<file path="config.mk">
export PLATFORM = sky130hd
export DESIGN_NAME = pipe_flow_ctl
export DESIGN_NICKNAME = d
export VERILOG_FILES = /design/src/rtl/pipe_flow_ctl.sv
export SDC_FILE = /design/constraint.sdc
export NUM_CORES = 1
export LEC_CHECK = 0
export BUFFER_PORTS_ARGS = -buffer_cell sky130_fd_sc_hd__clkbuf_2
export CAP_MARGIN = 30
export CELL_PAD_IN_SITES_DETAIL_PLACEMENT = 1
export CELL_PAD_IN_SITES_GLOBAL_PLACEMENT = 2
export CORE_MARGIN = 2
export CORE_UTILIZATION = 37
export CTS_CLUSTER_SIZE = 28
export DETAILED_ROUTE_END_ITERATION = 8
export GPL_ROUTABILITY_DRIVEN = 0
export PLACE_DENSITY_LB_ADDON = 0.1
export SLEW_MARGIN = 30
export SYNTH_ARGS = -nofsm -noshare
export SYNTH_HDL_FRONTEND = slang
export SYNTH_SLANG_ARGS = --single-unit
export TNS_END_PERCENT = 50
</file>
<file path="constraint.sdc">
create_clock -name clk -period 7.8 [get_ports clk]
set_input_delay 1.56 -clock clk [delete_from_list [all_inputs] [get_ports clk]]
set_output_delay 1.56 -clock clk [all_outputs]
set_load 0.01 [all_outputs]
</file>
<file path="src/rtl/pipe_flow_ctl.sv">
module pipe_flow_ctl #(
  parameter int W       = 8,
  parameter int PC_W    = 16,
  parameter int PC_STEP = 4,
  parameter int SEQ_W   = 4,
  parameter int DIV_LAT = 4
) (
  input  logic              clk,
  input  logic              rst,
  input  logic              fetch_vld,
  input  logic [W-1:0]      fetch_word,
  input  logic              br_taken,
  input  logic [PC_W-1:0]   br_target,
  input  logic [8:0]        haz_req,
  output logic [PC_W-1:0]   pc,
  output logic [1:0]        pc_state,
  output logic [8:0]        lat_vld,
  output logic [9*W-1:0]    lat_word,
  output logic [17:0]       lat_state
);
  localparam int N   = 9;
  localparam int DEC = 0, EX = 1, M1 = 2, M2 = 3, M3 = 4, A1 = 5, A2 = 6, DV = 7, WB = 8;
  localparam int CW  = $clog2(DIV_LAT + 1);
  localparam logic [1:0] FS_NF = 2'd0, FS_ST = 2'd1, FS_NI = 2'd2;
  localparam logic [1:0] PS_SEQ = 2'd0, PS_BR = 2'd1, PS_ST = 2'd2;
  localparam logic [1:0] U_EX = 2'd0, U_MUL = 2'd1, U_ADD = 2'd2, U_DIV = 2'd3;

  logic [N-1:0]     vld, stl, nf, self_st;
  logic [W-1:0]     wrd [N];
  logic [W-1:0]     sw  [N];
  logic [SEQ_W-1:0] sq  [N-1];
  logic [SEQ_W-1:0] ss  [N-1];
  logic [SEQ_W-1:0] iseq, rseq;
  logic [CW-1:0]    dcnt;
  logic [1:0]       tgt;
  logic             c_ex, c_m, c_a, c_d, tst, ordblk, dgo;

  assign tgt = wrd[DEC][1:0];

  always_comb begin
    self_st     = vld & haz_req;
    self_st[DV] = vld[DV] & (haz_req[DV] | (dcnt != '0));

    c_ex = vld[EX] & ~self_st[EX] & (sq[EX] == rseq);
    c_m  = vld[M3] & ~self_st[M3] & (sq[M3] == rseq);
    c_a  = vld[A2] & ~self_st[A2] & (sq[A2] == rseq);
    c_d  = vld[DV] & ~self_st[DV] & (sq[DV] == rseq);

    stl      = '0;
    stl[WB]  = self_st[WB];
    stl[EX]  = self_st[EX] | stl[WB] | (vld[EX] & ~c_ex);
    stl[M3]  = self_st[M3] | stl[WB] | (vld[M3] & ~c_m);
    stl[A2]  = self_st[A2] | stl[WB] | (vld[A2] & ~c_a);
    stl[DV]  = self_st[DV] | stl[WB] | (vld[DV] & ~c_d);
    stl[M2]  = self_st[M2] | stl[M3];
    stl[M1]  = self_st[M1] | stl[M2];
    stl[A1]  = self_st[A1] | stl[A2];

    case (tgt)
      U_EX:    tst = stl[EX];
      U_MUL:   tst = stl[M1];
      U_ADD:   tst = stl[A1];
      default: tst = stl[DV];
    endcase
    ordblk   = vld[DEC] & (tgt != U_MUL) & (vld[M1] | vld[M2]);
    stl[DEC] = self_st[DEC] | (vld[DEC] & (tst | ordblk))
             | (stl[EX] & stl[M1] & stl[A1] & stl[DV]);
    dgo      = vld[DEC] & ~stl[DEC];

    for (int i = 0; i < N; i++) sw[i] = '0;
    for (int i = 0; i < N-1; i++) ss[i] = '0;
    nf = '0;

    nf[DEC] = ~stl[DEC] & fetch_vld;
    sw[DEC] = fetch_word;
    ss[DEC] = iseq;

    nf[EX] = ~stl[EX] & dgo & (tgt == U_EX);
    nf[M1] = ~stl[M1] & dgo & (tgt == U_MUL);
    nf[A1] = ~stl[A1] & dgo & (tgt == U_ADD);
    nf[DV] = ~stl[DV] & dgo & (tgt == U_DIV);
    sw[EX] = wrd[DEC]; ss[EX] = sq[DEC];
    sw[M1] = wrd[DEC]; ss[M1] = sq[DEC];
    sw[A1] = wrd[DEC]; ss[A1] = sq[DEC];
    sw[DV] = wrd[DEC]; ss[DV] = sq[DEC];

    nf[M2] = ~stl[M2] & vld[M1] & ~stl[M1];
    sw[M2] = wrd[M1]; ss[M2] = sq[M1];
    nf[M3] = ~stl[M3] & vld[M2] & ~stl[M2];
    sw[M3] = wrd[M2]; ss[M3] = sq[M2];
    nf[A2] = ~stl[A2] & vld[A1] & ~stl[A1];
    sw[A2] = wrd[A1]; ss[A2] = sq[A1];

    nf[WB] = ~stl[WB] & (c_ex | c_m | c_a | c_d);
    if (c_ex)     sw[WB] = wrd[EX];
    else if (c_m) sw[WB] = wrd[M3];
    else if (c_a) sw[WB] = wrd[A2];
    else          sw[WB] = wrd[DV];
  end

  always_ff @(posedge clk) begin
    if (rst) begin
      vld <= '0;
      for (int i = 0; i < N; i++) wrd[i] <= '0;
      for (int i = 0; i < N-1; i++) sq[i] <= '0;
    end else begin
      for (int i = 0; i < N; i++) begin
        if (nf[i]) begin
          vld[i] <= 1'b1;
          wrd[i] <= sw[i];
        end else if (!stl[i]) begin
          vld[i] <= 1'b0;
          wrd[i] <= '0;
        end
      end
      for (int i = 0; i < N-1; i++) begin
        if (nf[i])        sq[i] <= ss[i];
        else if (!stl[i]) sq[i] <= '0;
      end
    end
  end

  always_ff @(posedge clk) begin
    if (rst) begin
      iseq <= '0;
      rseq <= '0;
      dcnt <= '0;
    end else begin
      if (nf[DEC]) iseq <= iseq + SEQ_W'(1);
      if (nf[WB])  rseq <= rseq + SEQ_W'(1);
      if (nf[DV])                      dcnt <= CW'(DIV_LAT - 1);
      else if (vld[DV] && dcnt != '0)  dcnt <= dcnt - CW'(1);
    end
  end

  assign pc_state = (stl[DEC] | ~fetch_vld) ? PS_ST : (br_taken ? PS_BR : PS_SEQ);

  always_ff @(posedge clk) begin
    if (rst)                  pc <= '0;
    else if (pc_state == PS_BR)  pc <= br_target;
    else if (pc_state == PS_SEQ) pc <= pc + PC_W'(PC_STEP);
  end

  assign lat_vld = vld;
  for (genvar g = 0; g < N; g++) begin : g_out
    assign lat_word[g*W +: W]    = wrd[g];
    assign lat_state[2*g +: 2]   = stl[g] ? FS_ST : (nf[g] ? FS_NF : FS_NI);
  end


  reset_clear_chk: assert property (@(posedge clk)
    rst |=> (vld == '0 && pc == '0));


  pc_hold_chk: assert property (@(posedge clk) disable iff (rst)
    stl[DEC] |=> pc == $past(pc));


  self_hold_chk: assert property (@(posedge clk) disable iff (rst)
    (vld[EX] && haz_req[EX]) |=> (vld[EX] && wrd[EX] == $past(wrd[EX])));


  mul_order_chk: assert property (@(posedge clk) disable iff (rst)
    (vld[DEC] && tgt != U_MUL && (vld[M1] || vld[M2])) |-> !(nf[EX] || nf[A1] || nf[DV]));


  div_hold_chk: assert property (@(posedge clk) disable iff (rst)
    (vld[DV] && dcnt != '0) |=> (vld[DV] && wrd[DV] == $past(wrd[DV])));


  wb_single_chk: assert property (@(posedge clk) disable iff (rst)
    $onehot0({c_ex, c_m, c_a, c_d}));
endmodule

</file>
# == Word-level counts from Yosys, hierarchy flattened ==
# Memory sizes are Yosys's and may differ from the RTL's.
# Cells that the tools add are included.
# word_totals
register_bits,36
ram_bits,104
input_bits,37
out_inout_bits,117
elab_cells,299
n_memories,2
# mem_list
memory,words,word_bits,read_ports,rd_clocked_by_memory_dff,wr,line,rtl
wrd,9,8,9,0,9,29,logic [W-1:0] wrd [N];
sq,8,4,8,0,8,31,logic [SEQ_W-1:0] sq [N-1];
# classes
add_sub_neg,4
n_eq_ne,18
n_mux,145
bitwise,109
n_reduce_logical,7
# op_table
cell,n
2-to-1 mux 8 bit,21
2-to-1 mux 1 bit,84
2-to-1 mux 4 bit,16
OR 1 bit,54
2-to-1 mux 2 bit,21
AND 1 bit,36
2-to-1 mux 16 bit,2
inequality test 2 x 1 -> 1 bit (second input constant),10
NOT 1 bit,18
adder 16 x 3 -> 16 bit (second input constant),1
equality test 4 bit,4
AND 9 bit,1
adder 4 x 1 -> 4 bit (second input constant),2
equality test 2 x 1 -> 1 bit (second input constant),2
equality test 2 bit (second input constant),2
logical NOT 2 bit,2
nonzero test 2 bit,2
one-hot mux 1 bit (3 select lines),1
nonzero test 3 bit,1
subtractor 3 x 1 -> 3 bit (second input constant),1
OR reduction 2 bit,1
logical AND 1 bit,1

# == Depth between registers and ports, before layout ==
# depth
ltp_word,23
ltp_mapped,11
ltp_nobuf,10

# == Least setup slack after synthesis ==
# No wires, ideal clock.
# synth_path
path_type,input port to output port
from,in haz_req[8]
to,out pc_state[1]
arrival_time_ps,3279
required_ps,6240
slack_ps,2961
path_stages,10
n_path_buf,2
path_cell_list,nand2_2 -> inv_2 -> buf_2 -> nor4_1 -> a21oi_1 -> o21ai_1 -> o21ai_2 -> nor2_2 -> inv_2 -> buf_2
# synth_via
elab_chain_len,12
elab_cells_between_ends,22
cone_classes,2 x mux; 20 x bitwise
# synth_lines
element,line,rtl
from (decl),14,"input logic [8:0] haz_req,"
AND 9 bit *,41,self_st = vld & haz_req;
OR 1 bit (2 in series),52,stl[M3] = self_st[M3] | stl[WB] | (vld[M3] & ~c_m);
OR 1 bit,55,stl[M2] = self_st[M2] | stl[M3];
OR 1 bit,56,stl[M1] = self_st[M1] | stl[M2];
one-hot mux 1 bit (3 select lines),59,case (tgt)
OR 1 bit,66,stl[DEC] = self_st[DEC] | (vld[DEC] & (tst | ordblk))
AND 1 bit,66,
OR 1 bit,66,
OR 1 bit *,67,| (stl[EX] & stl[M1] & stl[A1] & stl[DV]);
OR 1 bit *,136,assign pc_state = (stl[DEC] | ~fetch_vld) ? PS_ST : (br_taken ? PS_BR : PS_SEQ);
2-to-1 mux 2 bit *,136,
to (decl),16,"output logic [1:0] pc_state,"
# Mark *: on every way between the ends. The rest lies on a longest branch, timed or not.

# == Final worst setup path ==
# Same ends and word-level chain as after synthesis.

==> results.yml <==
run_status:
  status: "finished clean"
die:
  ios: 154
  core_um2: 17400
  die_x_um: 137
  fp-row-count: 48
  start_util_pct: 37.8
  die_h_um: 137
  die_area_um2: 18800
global_route:
  grt_use_met2_pct: 34.1
  antenna_found_initial: 0
  grt-busiest-layer: "met2"
  grt_max_degree: 44
  overflow: 0
  gr-usage-all-layers_pct: 21.3
  grt_pass1_wl_mm: 29.7
  use_met3_pct: 5.41
  grt_use_met1_pct: 27.8
  grt_pass1_vias: 5356
critical_path:
  cp_cell_sequence: "clkbuf_2, nand2_2, inv_2, nor4_1, a21oi_1, o21ai_1, o21ai_2, nor2_2, inv_2, clkbuf_2"
  cp-endpoint: "pc_state[1]"
  cp.arrival_ps: 4190
  cp-startpoint: "haz_req[8]"
  reg2reg_depth: 8
  slowest_stage: "o21ai_2"
  path_class: "input port to output port"
  critical_path.top_delay_family: "compound AO/OA/AOI/OAI gates"
  cp.required_ps: 6240
  crit_fanout: 16
  critPathCaptureType: "output port"
  crit_buf_inv: 4
  timing.rr.start: "rseq[0]"
  reg2reg_slack_ps: 4680
  r2r-end: "sq[0][2]"
  slowest_delay_ps: 640
  path_depth: 10
  start_kind: "input port"
place:
  dp_slack_ps: 2090
  dp_hpwl_mm: 14.5
  numPortBuffers: 153
route:
  wl_per_cell_um: 19.7
  finalWirelength_mm: 19.3
  drt_iter0_markers: 235
  drt-pass1-iter-count: 4
  postRouteAntennaNets: 0
  drc: 0
  routed_via_density: 5.25
  vias: 5138
clock_tree:
  cts.clk_slew.worst_paths_ps: 60
  cts_buffers: 17
  h-tree-depth: 4
  insertion_delay_ps: 440
  cts_setup_buffers: 0
  cts_hold_buf: 0
  cts.sinks: 140
  cts_resized: 0
  clockBufferDepth: 2
  root_buffer: "clkbuf_16"
  cts_tree: "yes"
finish:
  final_cell_mix: "153 x clkbuf_2, 96 x edfxtp_1, 84 x and2_1"
  nNetsFinal: 782
  drive_above_1_share_pct: 28.2
  final_common_cell: "clkbuf_2"
  diodes: 0
  area_growth_syn_to_layout_pct: 23.0
timing:
  setup_viol: 0
  hold_violations: 0
  slew-limit-headroom_pct: 42.6
  fin_tns_setup_ps: 0
  rsz0062_at_grt: "false"
  fin_crit_ps: 5750
  report.final.slew_viol_count: 0
  finalWorstSetupSlack_ps: 2050
  finalCritPeriodShare_pct: 73.7
  finClkSkew_ps: 14.7
  worst_slew_pin_slew_ps: 852
  max_clock_freq_mhz: 174
yosys:
  syn-num-nets: 636
  yosysWarnings: 0
  ys_seq_elements: 140
  seq_area_frac_synth_pct: 57.3
  ys.flop_type: "edfxtp_1"
  synth_async_sr_flop_share_pct: 0
  syn_area_um2: 6570
  syn_avg_cell_area_um2: 11.1
  synth_cells: 594
  ys_types: 57
  synth_enable_flop_cells: 96
pwr:
  power.density_nw_per_um2: 216
  vdd_drop_max_mv: 0.152
  total_power_mw: 1.74
  power_leakage_nw: 3.53
min_path:
  hold_class: "register to register"
job:
  cap_violations: 0
==> registers in the layout, indices dropped and copies added, names as in the netlist <==
name and count:
wrd 72, sq 32, rseq 4, dcnt 3, lat_vld 9, iseq 4, pc 16
==> logic make-up after synthesis <==
| logic type | share of synthesized area, % |
|---|---|
| AOI/OAI and AO/OA | 12.1 |
| muxes | 3.35 |
| xor gates and xnor gates | 2.78 |
| buffers and inverters | 2.69 |
| and+or+nand+nor | 20.8 |
| adders and majority gates | 0.952 |
| DFF | 57.3 |
==> Yosys cell counts (3+ instances only) <==
| cell type | n | area (um^2) |
|---|---|---|
| edfxtp_1 | 96 | 2880 |
| and2_1 | 84 | 526 |
| nor2_1 | 55 | 206 |
| dfxtp_1 | 44 | 881 |
| nand2_1 | 40 | 150 |
| a21oi_1 | 21 | 105 |
| nor3_1 | 18 | 90.1 |
| and3_1 | 17 | 106 |
| clkbuf_1 | 15 | 56.3 |
| o31ai_1 | 14 | 105 |
| xor2_1 | 14 | 123 |
| mux2i_1 | 13 | 130 |
| buf_2 | 12 | 60.1 |
| nor2b_1 | 12 | 75.1 |
| o21ai_1 | 10 | 50.1 |
| a22o_1 | 9 | 78.8 |
| a22oi_1 | 9 | 67.6 |
| nand3_1 | 9 | 45.0 |
| mux2_2 | 8 | 90.1 |
| a31oi_1 | 7 | 43.8 |
| inv_1 | 7 | 26.3 |
| o21ai_0 | 7 | 35.0 |
| o311ai_0 | 6 | 52.6 |
| o311ai_1 | 6 | 52.6 |
| ha_1 | 5 | 62.6 |
| xnor2_1 | 5 | 43.8 |
| nor4_1 | 4 | 25.0 |
| a211oi_1 | 3 | 22.5 |
| a31o_2 | 3 | 26.3 |
| nor3b_1 | 3 | 22.5 |
| o21a_1 | 3 | 22.5 |
| o41ai_1 | 3 | 26.3 |
==> where the power goes <==
part	switching [mW]	internal [mW]	leakage, nW	total, mW
Sequential	0.0247	0.809	1.53	0.833
Combinational	0.0721	0.0436	1.73	0.116
Clock	0.346	0.449	0.273	0.795
Total	0.443	1.30	3.53	1.74
==> metrics by stage <==
step / std cells / hold slack (ps) / utilization, % / cell area (um^2)
3_3_place_gp: 946 / 448 / 43.2 / 7500
5_1_grt: 978 / 484 / 46.5 / 8080
4_1_cts: 978 / 469 / 46.5 / 8080
2_1_floorplan: 594 / 447 / - / 6570
6_report: 978 / 465 / 46.5 / 8080
3_5_place_dp: 946 / 461 / 43.2 / 7500
==> layout make-up <==
cell class	instances	area [um^2]
sequential	140	3760
fill	1955	9280
timing repair buffer	156	788
clock buffer	17	425
tap	225	282
multi-input combinational	415	2630
inverter	10	37.5
clock inverter	15	151
==> metal layers <==
layer | wire (um) | vias to the layer above
met5 | 0 | -
met4 | 409 | 0
met3 | 921 | 30
met2 | 9210 | 149
met1 | 8770 | 2504
li1 | - | 2455
==> how the worst min path moves through the flow <==
stage / from / endpoint / cells past startpoint
after floorplan: iseq[3] / iseq[3] / 2
after global placement: pc[1] / pc[1] / 2
after detailed placement: pc[1] / pc[1] / 2
after CTS: pc[1] / pc[1] / 2
after global routing: pc[1] / pc[1] / 2
final: pc[1] / pc[1] / 2
==> worst min-delay path: stages (launching register included) <==
cell     delay, ps
dfxtp_1        310
nand2_1         50
mux2i_1         50
Power figures use the tool's default switching activity.
